===== config.mk =====
export PLATFORM = sky130hd
export DESIGN_NAME = dma_ctl_regs
export DESIGN_NICKNAME = d
export VERILOG_FILES = /design/src/rtl/dma_regs_pkg.sv /design/src/rtl/dma_halt_ctl.sv /design/src/rtl/dma_ring_bank.sv /design/src/rtl/dma_irq_groups.sv /design/src/rtl/dma_ctl_regs.sv
export SDC_FILE = /design/constraint.sdc
export NUM_CORES = 2
export LEC_CHECK = 0
export ABC_AREA = 1
export BUFFER_PORTS_ARGS = -buffer_cell sky130_fd_sc_hd__buf_2
export CAP_MARGIN = 20
export CORE_ASPECT_RATIO = 0.75
export CORE_MARGIN = 1.5
export CORE_UTILIZATION = 35
export DETAILED_ROUTE_END_ITERATION = 8
export SYNTH_ARGS = -nofsm -noshare
export SYNTH_HDL_FRONTEND = slang
export SYNTH_SLANG_ARGS = --single-unit

===== constraint.sdc =====
create_clock -name clk_i -period 4.9 [get_ports clk_i]
set_clock_uncertainty 0.05 [all_clocks]
set_input_delay 0.245 -clock clk_i [delete_from_list [all_inputs] [get_ports clk_i]]
set_output_delay 0.245 -clock clk_i [all_outputs]
set_load 0.01 [all_outputs]

===== src/rtl/dma_regs_pkg.sv =====
package dma_regs_pkg;
  localparam int NUM_RINGS = 8;
  localparam int DATA_W    = 32;
  localparam int NREG      = 40;

  localparam int IX_EVT  = 0;
  localparam int IX_MSK  = 1;
  localparam int IX_TXH  = 2;
  localparam int IX_RXH  = 3;
  localparam int IX_MODE = 4;
  localparam int IX_CMD  = 5;
  localparam int IX_ID   = 6;
  localparam int IX_TXB  = 8;
  localparam int IX_TXP  = 16;
  localparam int IX_RXB  = 24;
  localparam int IX_RXP  = 32;

  typedef enum logic [2:0] {
    ACC_NONE, ACC_RW, ACC_WO, ACC_W1C, ACC_RO
  } acc_e;

  typedef logic [NREG-1:0][DATA_W-1:0] rst_table_t;

  function automatic acc_e acc_of(input int idx);
    acc_e a;
    if (idx == IX_EVT || idx == IX_TXH || idx == IX_RXH) a = ACC_W1C;
    else if (idx == IX_MSK || idx == IX_MODE) a = ACC_RW;
    else if (idx == IX_CMD) a = ACC_WO;
    else if (idx == IX_ID) a = ACC_RO;
    else if (idx >= IX_TXB && idx < IX_TXB + NUM_RINGS) a = ACC_RW;
    else if (idx >= IX_RXB && idx < IX_RXB + NUM_RINGS) a = ACC_RW;
    else if (idx >= IX_TXP && idx < IX_TXP + NUM_RINGS) a = ACC_RO;
    else if (idx >= IX_RXP && idx < IX_RXP + NUM_RINGS) a = ACC_RO;
    else a = ACC_NONE;
    return a;
  endfunction

  function automatic logic [DATA_W-1:0] apply_write(input acc_e a,
      input logic [DATA_W-1:0] old_v, input logic [DATA_W-1:0] wd);
    logic [DATA_W-1:0] r;
    case (a)
      ACC_RW, ACC_WO: r = wd;
      ACC_W1C:        r = old_v & ~wd;
      default:        r = old_v;
    endcase
    return r;
  endfunction

  function automatic rst_table_t default_resets();
    rst_table_t t;
    t = '0;
    t[IX_TXH] = 32'hFF00_0000;
    t[IX_RXH] = 32'h00FF_0000;
    t[IX_ID]  = 32'h5E7C_0A01;
    return t;
  endfunction
endpackage


===== src/rtl/dma_halt_ctl.sv =====
module dma_halt_ctl #(
  parameter int          NRING          = 8,
  parameter int          DW             = 32,
  parameter int          TOP_BIT        = 31,
  parameter bit          GATE_ON_HALTED = 1'b0,
  parameter logic [DW-1:0] RST          = '0
) (
  input  logic             clk_i,
  input  logic             rst_ni,
  input  logic             wr_i,
  input  logic [DW-1:0]    wdata_i,
  input  logic [NRING-1:0] hw_halt_i,
  output logic [DW-1:0]    stat_o,
  output logic [NRING-1:0] restart_o
);
  logic [DW-1:0]    set_vec;
  logic [DW-1:0]    stat_nx;
  logic [NRING-1:0] rs_nx;

  always_comb begin
    set_vec = '0;
    for (int i = 0; i < NRING; i++) set_vec[TOP_BIT-i] = hw_halt_i[i];
  end

  // a hardware halt beats a software acknowledge in the same cycle
  assign stat_nx = (wr_i ? (stat_o & ~wdata_i) : stat_o) | set_vec;

  generate
    if (GATE_ON_HALTED) begin : g_gated
      always_comb begin
        for (int i = 0; i < NRING; i++)
          rs_nx[i] = wr_i && wdata_i[TOP_BIT-i] && !stat_o[TOP_BIT-i];
      end
    end else begin : g_plain
      always_comb begin
        for (int i = 0; i < NRING; i++)
          rs_nx[i] = wr_i && wdata_i[TOP_BIT-i];
      end
    end
  endgenerate

  always_ff @(posedge clk_i) begin
    if (!rst_ni) begin
      stat_o    <= RST;
      restart_o <= '0;
    end else begin
      stat_o    <= stat_nx;
      restart_o <= rs_nx;
    end
  end

  generate
    for (genvar r = 0; r < NRING; r++) begin : g_chk
      // R8 (transmit) and R9 (receive): a strobe only follows a written one
      assert_restart_cause_R8: assert property (@(posedge clk_i) disable iff (!rst_ni)
        restart_o[r] |-> $past(wr_i && wdata_i[TOP_BIT-r]));
      // a written one clears the bit unless hardware sets it
      assert_written_bit_clears_R8: assert property (@(posedge clk_i) disable iff (!rst_ni)
        (wr_i && wdata_i[TOP_BIT-r] && !hw_halt_i[r]) |=> !stat_o[TOP_BIT-r]);
      assert_hw_halt_sets_R10: assert property (@(posedge clk_i) disable iff (!rst_ni)
        hw_halt_i[r] |=> stat_o[TOP_BIT-r]);
      if (GATE_ON_HALTED) begin : g_gchk
        assert_gated_restart_R9: assert property (@(posedge clk_i) disable iff (!rst_ni)
          restart_o[r] |-> !$past(stat_o[TOP_BIT-r]));
      end
    end
  endgenerate
endmodule


===== src/rtl/dma_ring_bank.sv =====
module dma_ring_bank #(
  parameter int NRING = 8,
  parameter int DW    = 32,
  parameter int ALIGN = 3,
  parameter logic [NRING-1:0][DW-1:0] BASE_RST = '0,
  parameter logic [NRING-1:0][DW-1:0] PTR_RST  = '0
) (
  input  logic                      clk_i,
  input  logic                      rst_ni,
  input  logic [NRING-1:0]          wr_base_i,
  input  logic [DW-1:0]             wdata_i,
  output logic [NRING-1:0][DW-1:0]  base_o,
  output logic [NRING-1:0][DW-1:0]  ptr_o
);
  localparam logic [DW-1:0] KEEP = {{(DW-ALIGN){1'b1}}, {ALIGN{1'b0}}};

  generate
    for (genvar r = 0; r < NRING; r++) begin : g_ring
      always_ff @(posedge clk_i) begin
        if (!rst_ni) begin
          base_o[r] <= BASE_RST[r] & KEEP;
          ptr_o[r]  <= PTR_RST[r] & KEEP;
        end else if (wr_base_i[r]) begin
          base_o[r] <= wdata_i & KEEP;
          ptr_o[r]  <= wdata_i & KEEP;
        end
      end

      assert_ptr_follows_base_R11: assert property (@(posedge clk_i) disable iff (!rst_ni)
        wr_base_i[r] |=> (ptr_o[r] == ($past(wdata_i) & KEEP)) && (base_o[r] == ptr_o[r]));
      assert_base_aligned_R11: assert property (@(posedge clk_i) disable iff (!rst_ni)
        base_o[r][ALIGN-1:0] == '0);
    end
  endgenerate
endmodule


===== src/rtl/dma_irq_groups.sv =====
module dma_irq_groups #(
  parameter int            DW     = 32,
  parameter logic [DW-1:0] TX_M   = 32'h0000_00F0,
  parameter logic [DW-1:0] RX_M   = 32'h0000_000F,
  parameter logic [DW-1:0] ERR_M  = 32'hFFFF_0000
) (
  input  logic          clk_i,
  input  logic          rst_ni,
  input  logic [DW-1:0] evt_nx_i,
  input  logic [DW-1:0] msk_nx_i,
  output logic          irq_tx_o,
  output logic          irq_rx_o,
  output logic          irq_err_o
);
  localparam int NGRP = 3;
  localparam logic [NGRP-1:0][DW-1:0] GMASK = {ERR_M, RX_M, TX_M};

  logic [NGRP-1:0] line_nx;
  logic [NGRP-1:0] line_q;

  generate
    for (genvar g = 0; g < NGRP; g++) begin : g_grp
      assign line_nx[g] = |(evt_nx_i & msk_nx_i & GMASK[g]);
    end
  endgenerate

  always_ff @(posedge clk_i) begin
    if (!rst_ni) line_q <= '0;
    else         line_q <= line_nx;
  end

  assign irq_tx_o  = line_q[0];
  assign irq_rx_o  = line_q[1];
  assign irq_err_o = line_q[2];
endmodule


===== src/rtl/dma_ctl_regs.sv =====
module dma_ctl_regs
  import dma_regs_pkg::*;
#(
  parameter int                ADDR_W   = 8,
  parameter logic [31:0]       TX_GRP   = 32'h0000_00F0,
  parameter logic [31:0]       RX_GRP   = 32'h0000_000F,
  parameter logic [31:0]       ERR_GRP  = 32'hFFFF_0000,
  parameter rst_table_t        RST_TAB  = default_resets()
) (
  input  logic              clk_i,
  input  logic              rst_ni,
  input  logic              req_i,
  input  logic              we_i,
  input  logic [ADDR_W-1:0] addr_i,
  input  logic [31:0]       wdata_i,
  output logic              rvalid_o,
  output logic [31:0]       rdata_o,
  input  logic [31:0]       evt_set_i,
  input  logic [7:0]        tx_halt_set_i,
  input  logic [7:0]        rx_halt_set_i,
  output logic              irq_tx_o,
  output logic              irq_rx_o,
  output logic              irq_err_o,
  output logic [7:0]        tx_restart_o,
  output logic [7:0]        rx_restart_o,
  output logic [31:0]       mode_o,
  output logic [31:0]       cmd_o
);
  localparam int IDX_W  = ADDR_W - 2;
  localparam int RING_W = $clog2(NUM_RINGS);

  logic [IDX_W-1:0] idx;
  int               idx_i;
  acc_e             acc;
  logic             wr, rd;

  assign idx   = addr_i[ADDR_W-1:2];
  assign idx_i = int'(idx);
  assign acc   = acc_of(idx_i);
  assign wr    = req_i && we_i;
  assign rd    = req_i && !we_i;

  // ---------------- scalar words ----------------
  logic [31:0] evt_q, msk_q, id_q;
  logic [31:0] evt_nx, msk_nx;
  logic        wr_evt, wr_msk;

  assign wr_evt = wr && (idx_i == IX_EVT);
  assign wr_msk = wr && (idx_i == IX_MSK);
  assign evt_nx = (wr_evt ? apply_write(ACC_W1C, evt_q, wdata_i) : evt_q) | evt_set_i;
  assign msk_nx = wr_msk ? apply_write(ACC_RW, msk_q, wdata_i) : msk_q;

  always_ff @(posedge clk_i) begin
    if (!rst_ni) begin
      evt_q  <= RST_TAB[IX_EVT];
      msk_q  <= RST_TAB[IX_MSK];
      mode_o <= RST_TAB[IX_MODE];
      cmd_o  <= RST_TAB[IX_CMD];
      id_q   <= RST_TAB[IX_ID];
    end else begin
      evt_q <= evt_nx;
      msk_q <= msk_nx;
      if (wr && idx_i == IX_MODE) mode_o <= apply_write(acc, mode_o, wdata_i);
      if (wr && idx_i == IX_CMD)  cmd_o  <= apply_write(acc, cmd_o, wdata_i);
      if (wr && idx_i == IX_ID)   id_q   <= apply_write(acc, id_q, wdata_i);
    end
  end

  // ---------------- halt words ----------------
  logic [31:0] txh_q, rxh_q;

  dma_halt_ctl #(
    .NRING(NUM_RINGS), .DW(32), .TOP_BIT(31), .GATE_ON_HALTED(1'b0),
    .RST(RST_TAB[IX_TXH])
  ) u_txh (
    .clk_i(clk_i), .rst_ni(rst_ni),
    .wr_i(wr && idx_i == IX_TXH), .wdata_i(wdata_i),
    .hw_halt_i(tx_halt_set_i), .stat_o(txh_q), .restart_o(tx_restart_o)
  );

  dma_halt_ctl #(
    .NRING(NUM_RINGS), .DW(32), .TOP_BIT(23), .GATE_ON_HALTED(1'b1),
    .RST(RST_TAB[IX_RXH])
  ) u_rxh (
    .clk_i(clk_i), .rst_ni(rst_ni),
    .wr_i(wr && idx_i == IX_RXH), .wdata_i(wdata_i),
    .hw_halt_i(rx_halt_set_i), .stat_o(rxh_q), .restart_o(rx_restart_o)
  );

  // ---------------- ring banks ----------------
  logic [NUM_RINGS-1:0]        tx_wr, rx_wr;
  logic [NUM_RINGS-1:0][31:0]  tx_base, tx_ptr, rx_base, rx_ptr;

  generate
    for (genvar r = 0; r < NUM_RINGS; r++) begin : g_dec
      assign tx_wr[r] = wr && (idx_i == IX_TXB + r);
      assign rx_wr[r] = wr && (idx_i == IX_RXB + r);
    end
  endgenerate

  dma_ring_bank #(
    .NRING(NUM_RINGS), .DW(32), .ALIGN(3),
    .BASE_RST(RST_TAB[IX_TXB+NUM_RINGS-1:IX_TXB]),
    .PTR_RST(RST_TAB[IX_TXP+NUM_RINGS-1:IX_TXP])
  ) u_txring (
    .clk_i(clk_i), .rst_ni(rst_ni), .wr_base_i(tx_wr), .wdata_i(wdata_i),
    .base_o(tx_base), .ptr_o(tx_ptr)
  );

  dma_ring_bank #(
    .NRING(NUM_RINGS), .DW(32), .ALIGN(3),
    .BASE_RST(RST_TAB[IX_RXB+NUM_RINGS-1:IX_RXB]),
    .PTR_RST(RST_TAB[IX_RXP+NUM_RINGS-1:IX_RXP])
  ) u_rxring (
    .clk_i(clk_i), .rst_ni(rst_ni), .wr_base_i(rx_wr), .wdata_i(wdata_i),
    .base_o(rx_base), .ptr_o(rx_ptr)
  );

  // ---------------- interrupts ----------------
  dma_irq_groups #(.DW(32), .TX_M(TX_GRP), .RX_M(RX_GRP), .ERR_M(ERR_GRP)) u_irq (
    .clk_i(clk_i), .rst_ni(rst_ni), .evt_nx_i(evt_nx), .msk_nx_i(msk_nx),
    .irq_tx_o(irq_tx_o), .irq_rx_o(irq_rx_o), .irq_err_o(irq_err_o)
  );

  // ---------------- read path ----------------
  logic [31:0]       stored, rd_nx;
  logic [RING_W-1:0] ring;

  assign ring = idx[RING_W-1:0];

  always_comb begin
    stored = '0;
    if      (idx_i == IX_EVT)  stored = evt_q;
    else if (idx_i == IX_MSK)  stored = msk_q;
    else if (idx_i == IX_TXH)  stored = txh_q;
    else if (idx_i == IX_RXH)  stored = rxh_q;
    else if (idx_i == IX_MODE) stored = mode_o;
    else if (idx_i == IX_CMD)  stored = cmd_o;
    else if (idx_i == IX_ID)   stored = id_q;
    else if (idx_i >= IX_TXB && idx_i < IX_TXB + NUM_RINGS) stored = tx_base[ring];
    else if (idx_i >= IX_TXP && idx_i < IX_TXP + NUM_RINGS) stored = tx_ptr[ring];
    else if (idx_i >= IX_RXB && idx_i < IX_RXB + NUM_RINGS) stored = rx_base[ring];
    else if (idx_i >= IX_RXP && idx_i < IX_RXP + NUM_RINGS) stored = rx_ptr[ring];
    case (acc)
      ACC_RW, ACC_W1C, ACC_RO: rd_nx = stored;
      default:                 rd_nx = '0;
    endcase
  end

  always_ff @(posedge clk_i) begin
    if (!rst_ni) begin
      rvalid_o <= 1'b0;
      rdata_o  <= '0;
    end else begin
      rvalid_o <= rd;
      if (rd) rdata_o <= rd_nx;
    end
  end

  // ---------------- checks ----------------
  assert_word_aligned_R1: assert property (@(posedge clk_i) disable iff (!rst_ni)
    req_i |-> (addr_i[1:0] == 2'b00));
  assert_read_answers_R2: assert property (@(posedge clk_i) disable iff (!rst_ni)
    rd |=> rvalid_o);
  assert_no_spurious_valid_R2: assert property (@(posedge clk_i) disable iff (!rst_ni)
    !rd |=> !rvalid_o);
  assert_ro_word_stable_R5: assert property (@(posedge clk_i) disable iff (!rst_ni)
    rst_ni |=> $stable(id_q));
  assert_evt_set_wins_R6: assert property (@(posedge clk_i) disable iff (!rst_ni)
    (|evt_set_i) |=> ((evt_q & $past(evt_set_i)) == $past(evt_set_i)));
  assert_irq_tx_R7: assert property (@(posedge clk_i) disable iff (!rst_ni)
    rst_ni |=> (irq_tx_o == |(evt_q & msk_q & TX_GRP)));
  assert_irq_rx_R7: assert property (@(posedge clk_i) disable iff (!rst_ni)
    rst_ni |=> (irq_rx_o == |(evt_q & msk_q & RX_GRP)));
  assert_irq_err_R7: assert property (@(posedge clk_i) disable iff (!rst_ni)
    rst_ni |=> (irq_err_o == |(evt_q & msk_q & ERR_GRP)));
endmodule


# [After elaboration in Yosys (flattened, before gate mapping)]
# Cells that the tools add are included.
[word_totals] regBits=740 input_bits=92 out_inout_bits=116 wordCells=180
[op_classes] order_cmp=9 n_eq_ne=26 mux=31 n_bitwise=11 n_reduce_logical=75
[ops] operator="2-to-1 mux 32 bit" count=18
[ops] operator="AND 32 bit" count=7
[ops] operator="binary-select mux 32 bit (select 3 bit)" count=2
[ops] operator="one-hot mux 32 bit (2 select lines)" count=3
[ops] operator="OR 32 bit" count=2
[ops] operator="logical AND 1 bit" count=53
[ops] operator="== test 6 x 5 -> 1 bit, second input constant" count=8
[ops] operator="== test 6 bit, second input constant" count=8
[ops] operator="zero test 32 bit" count=1
[ops] operator="NOT 32 bit" count=1
[ops] operator="OR 32 x 24 -> 32 bit" count=1
[ops] operator="2-to-1 mux 3 bit" count=8
[ops] operator="== test 6 x 4 -> 1 bit, second input constant" count=3
[ops] operator="OR reduction 16 bit" count=1
[ops] operator="== test 6 x 3 -> 1 bit, second input constant" count=2
[ops] operator="greater-or-equal comparator 6 x 5 -> 1 bit, second input constant" count=2
[ops] operator="< comparator 6 x 5 -> 1 bit, second input constant" count=2
[ops] operator="< comparator 6 bit, second input constant" count=2
[ops] operator="zero test 1 bit" count=9
[ops] operator="OR reduction 4 bit" count=2
[ops] operator="== test 3 x 2 -> 1 bit, second input constant" count=2
[ops] operator="== test 6 x 2 -> 1 bit, second input constant" count=1
[ops] operator="greater-or-equal comparator 6 x 4 -> 1 bit, second input constant" count=1
[ops] operator="greater-or-equal comparator 6 bit, second input constant" count=1
[ops] operator="8 further kinds" count=12

# [Longest topological paths before layout]
[logic_depth] depth_word=14 mapped_depth=17 ltp_nobuf=15

# [Hierarchy]
# Synthesis repeated with hierarchy kept, for this count alone.
[unflattened] cells_unflattened=7022 hier_area_um2=43197.7
[by_module_without_submodules] module="dma_ring_bank" n_inst=2 cells_per_inst=1544 area_per_inst_um2=10862.9 seq_area_each_um2=4644.5
[by_module_without_submodules] module="dma_ctl_regs" n_inst=1 cells_per_inst=3504 area_per_inst_um2=18422.7 seq_area_each_um2=3863.7
[by_module_without_submodules] module="dma_halt_ctl at u_rxh" n_inst=1 cells_per_inst=200 area_per_inst_um2=1433.9 seq_area_each_um2=800.8
[by_module_without_submodules] module="dma_halt_ctl at u_txh" n_inst=1 cells_per_inst=184 area_per_inst_um2=1383.8 seq_area_each_um2=800.8
[by_module_without_submodules] module="dma_irq_groups" n_inst=1 cells_per_inst=46 area_per_inst_um2=231.5 seq_area_each_um2=60.1

# [Least setup slack after synthesis]
# No wires, ideal clock.
[synth_timing] path_type="input to register" from="input addr_i[2]" to="register u_irq.line_q[1]" setup_time_ns=0.120 arrival_ns=1.576 required_ns=4.730 path_slack_ns=3.154 stages=11 path_buffers=2 cell_sequence="buf_4 > inv_4 > nand2_2 > nor2_4 > nand2_2 > clkinv_2 > buf_6 > nand2_1 > a21oi_1 > nor2_1 > o31a_1"
[synth_via] elab_chain_len=6 word_cells_on_any_way=9 cone_classes="eq/ne: 1; mux: 2; bitwise: 2; reduce/logical: 4"
[synth_rtl] item="from (decl)" line_no="dma_ctl_regs.sv:14" rtl="input logic [ADDR_W-1:0] addr_i,"
[synth_rtl] item="zero test 32 bit" line_no="dma_ctl_regs.sv:48" rtl="assign wr_evt = wr && (idx_i == IX_EVT);"
[synth_rtl] item="logical AND 1 bit" line_no="dma_ctl_regs.sv:48"
[synth_rtl] item="2-to-1 mux 32 bit" line_no="dma_ctl_regs.sv:50" rtl="assign evt_nx = (wr_evt ? apply_write(ACC_W1C, evt_q, wdata_i) : evt_q) | evt_set_i;"
[synth_rtl] item="OR 32 bit" line_no="dma_ctl_regs.sv:50"
[synth_rtl] item="AND 32 bit *" line_no="dma_irq_groups.sv:23" rtl="assign line_nx[g] = |(evt_nx_i & msk_nx_i & GMASK[g]);"
[synth_rtl] item="OR reduction 4 bit *" line_no="dma_irq_groups.sv:23"
[synth_rtl] item="to (signal assigned)" line_no="dma_irq_groups.sv:29" rtl="else line_q <= line_nx;"
[synth_rtl] item="to (decl)" line_no="dma_irq_groups.sv:19" rtl="logic [NGRP-1:0] line_q;"
# Mark *: on every way between the ends. The rest lies on a longest branch, timed or not.
# A chain may end at the register's enable or synchronous reset.

# [Final worst setup path]
[layout_timing] from="input addr_i[3]" to="register u_irq.line_q[1]"
# Same word-level chain as after synthesis.

==> impl_metrics.toml <==
[setup_path]
worstSetupStartpointType = "primary input"
endpoint_kind = "flop"
r2r_cells = 14
regToRegStartpoint = "u_rxring.base_o[235]"
path_class = "primary input to flop"
r2r_end = "rdata_o[11]"
critPathMaxFanout = 21
worst_ep_arrival_time_ps = 3770
required_ps = 5370
rrSetupSlack_ps = 2740

[route]
drt_wl_total_um = 113000
first_pass_iters = 5
routedWlPerCell_um = 19.3
drc_errors = 0
via_per_inst = 5.22
dr.first_iter.drc_count = 3692
num_vias = 30600
final_antenna_net_count = 0

[timing]
rsz0062_at_grt = "no"
layout_min_cycle_time_ps = 3300
period_share_pct = 67.4
fmax_ghz = 0.303
worstMarginPinSlew_ps = 1090
setup_viol = 0
tns_ps = 0
final_max_slew_viol_count = 0
final_hold_viol_count = 0
slew_headroom_pct = 27.1

[clock_network]
numCtsBuffers = 71
cts_tree = "built"
clock_latency_ps = 630
clkSinkCount = 740
clk_path_buf_depth = 3
post-cts-setup-buffer-count = 0
path_clk_slew_ps = 70
cts_root_buf = "clkbuf_16"
htree_num_levels = 3

[placed_design]
dp.cells = 5633
place_hpwl_um = 68900
port_buffers = 205
finalWeightedCongestion = 0.846

[grt]
grt_max_degree = 200
grt_overflow = 0
grt_usage_pct = 24.1
grt_first_pass_wirelength_um = 171000
antenna_found_initial = 5
grt_pass1_vias = 28000

[pwr]
seqPwrFrac_pct = 47.3
power.switching_mw = 3.26
p_per_area_nw_per_um2 = 351
clockPowerShare_pct = 44.6
p_int_mw = 9.59
swShare_pct = 25.4
p_comb_share_pct = 8.1
irDropWorstVdd_mv = 0.268
leakage_nw = 16.3

[die]
fp.dieArea_sq_um = 91700
coreArea_sq_um = 89300
pin_count = 208
fp-row-count = 95
initial_core_util_pct = 35.2
die-height_um = 263
fp.dieW_um = 349

[logic_synthesis]
ys_top_cells_by_area = "dfxtp_1, nand2_1, a21oi_1, o21ai_0, nor2_1"
synth_nets = 4601
synthFlopType = "dfxtp_1"
synth.most_common_cell = "nand2_1"
ys_warn_count = 0
ys_top_cells_by_count = "nand2_1, dfxtp_1, a21oi_1"
synth-async-reset-ratio_pct = 0
synth-edff-count = 0
avgSynthCellArea_sq_um = 6.98
yosysUniqueCellTypes = 34
synth_top_area_share_pct = 47.1
ys_ff_latch = 740
synth_cells = 4509
synth-seq-area-share_pct = 47.1
syn-cell-area_sq_um = 31500
yosysTopAreaCell = "dfxtp_1"

[cells_and_area]
multi_input_area_sq_um = 13900
num-nets-final = 4676
seqCellArea_sq_um = 14800
reg.largest.list = "u_rxring.base_o (203), u_txring.base_o (145), u_txring.ptr_o (87)"
syn_to_final_growth_pct = 16.2
drive_above_1_share_pct = 10.4
top_register = "u_rxring.base_o"
fillers = 9182
final_cells = 5853
largest_reg_flops = 203

[hold_path]
min_path_type = "primary input to flop"
holdPathStages = 2
min_to = "u_irq.line_q[1]"
min_from = "rst_ni"

[run]
drv_cap = 0

[run_status]
outcome = "completed"
critical path, stage by stage:
cell,delay (ps)
buf_2,250
inv_2,330
nand2_2,160
nor2_4,590
nand2_2,530
clkinv_2,410
nand2_1,110
a21o_1,180
dlygate4sd3_1,550
inv_1,70
nor2_1,50
o31a_1,260
layout make-up:
type	count	share of cell area, %
flip-flops and latches	740	40.5
multi-input cells	3053	38.0
repair buffers	370	7.21
clock buffers	103	5.80
well taps	1212	4.15
inverters	348	3.60
clock inverters	26	0.719
diodes	1	0.00684
how the worst max path moves through the flow:
stage	startpoint	slack, ps	cells after the start	endpoint
6_report	addr_i[3]	1600	12	u_irq.line_q[1]
5_1_grt	addr_i[3]	1510	12	u_irq.line_q[1]
4_1_cts	addr_i[3]	1720	12	u_irq.line_q[1]
3_5_place_dp	addr_i[3]	1530	12	u_irq.line_q[2]
3_3_place_gp	addr_i[3]	1520	12	u_irq.line_q[2]
2_1_floorplan	addr_i[2]	3150	11	u_irq.line_q[1]
power by group through the flow:
| stage | registers [mW] | logic (mW) | clock network, mW |
|---|---|---|---|
| after floorplan | 6.21 | 0.587 | 0 |
| after global placement | 6.21 | 0.954 | 0 |
| after detailed placement | 6.21 | 0.957 | 0 |
| after CTS | 6.08 | 1.02 | 5.80 |
| after global routing | 6.08 | 1.13 | 6.03 |
| final | 6.08 | 1.04 | 5.73 |
per-layer routing:
layer	vias to the layer above	share of wire, %	global-route usage (%)
li1	14700	-	-
met1	14400	47	36.1
met2	1253	42	35.4
met3	174	8.6	3.72
met4	6	2.4	6.78
met5	-	0.031	0
stage by stage:
step / power [mW] / area [sq um] / setup WS [ps] / hold WS [ps] / utilization, %
2_1_floorplan: 6.80 / 31500 / 3150 / 294 / -
3_3_place_gp: 7.17 / 33200 / 1520 / 349 / 37.2
3_5_place_dp: 7.17 / 33300 / 1530 / 358 / 37.3
4_1_cts: 12.9 / 36600 / 1720 / 8.39 / 41.0
5_1_grt: 13.2 / 36600 / 1510 / 39.6 / 41.0
6_report: 12.9 / 36600 / 1600 / 24.9 / 41.0
timing repair:
item / 4_1_cts / 5_1_grt
hold buffers: 90 / 0
gates resized for setup: 0 / 0
endpoints found under the hold margin: 128 / 0
cell families after synthesis:
kind of cell / Yosys count / share of synthesized area [%]
AO/OA/AOI/OAI: 1333 / 21.8
flip-flops: 740 / 47.1
AND/OR/NAND/NOR: 1720 / 21.9
buffers and inverters: 716 / 9.18
placed cells by master, fill, tap and decap left out, types with 6 or more instances in the layout:
cell type / netlist / routed
a21o_1: 13 / 13
a21oi_1: 654 / 654
buf_12: 0 / 9
buf_2: 142 / 203
buf_4: 3 / 66
clkbuf_1: 208 / 13
clkbuf_16: 0 / 74
clkbuf_8: 0 / 16
clkinv_1: 6 / 6
clkinv_2: 1 / 15
dfxtp_1: 740 / 740
dlygate4sd3_1: 0 / 90
inv_1: 329 / 329
inv_2: 11 / 10
nand2_1: 881 / 881
nand3_1: 96 / 96
nand4_1: 31 / 31
nor2_1: 624 / 610
nor2_2: 9 / 6
nor2_4: 4 / 21
nor3_1: 9 / 9
nor4_1: 8 / 8
o211ai_1: 48 / 48
o21ai_0: 585 / 583
o21ai_1: 16 / 16
o22ai_1: 11 / 11
or2_0: 12 / 12
or2_2: 35 / 35
(Power assumes the default switching activity.)
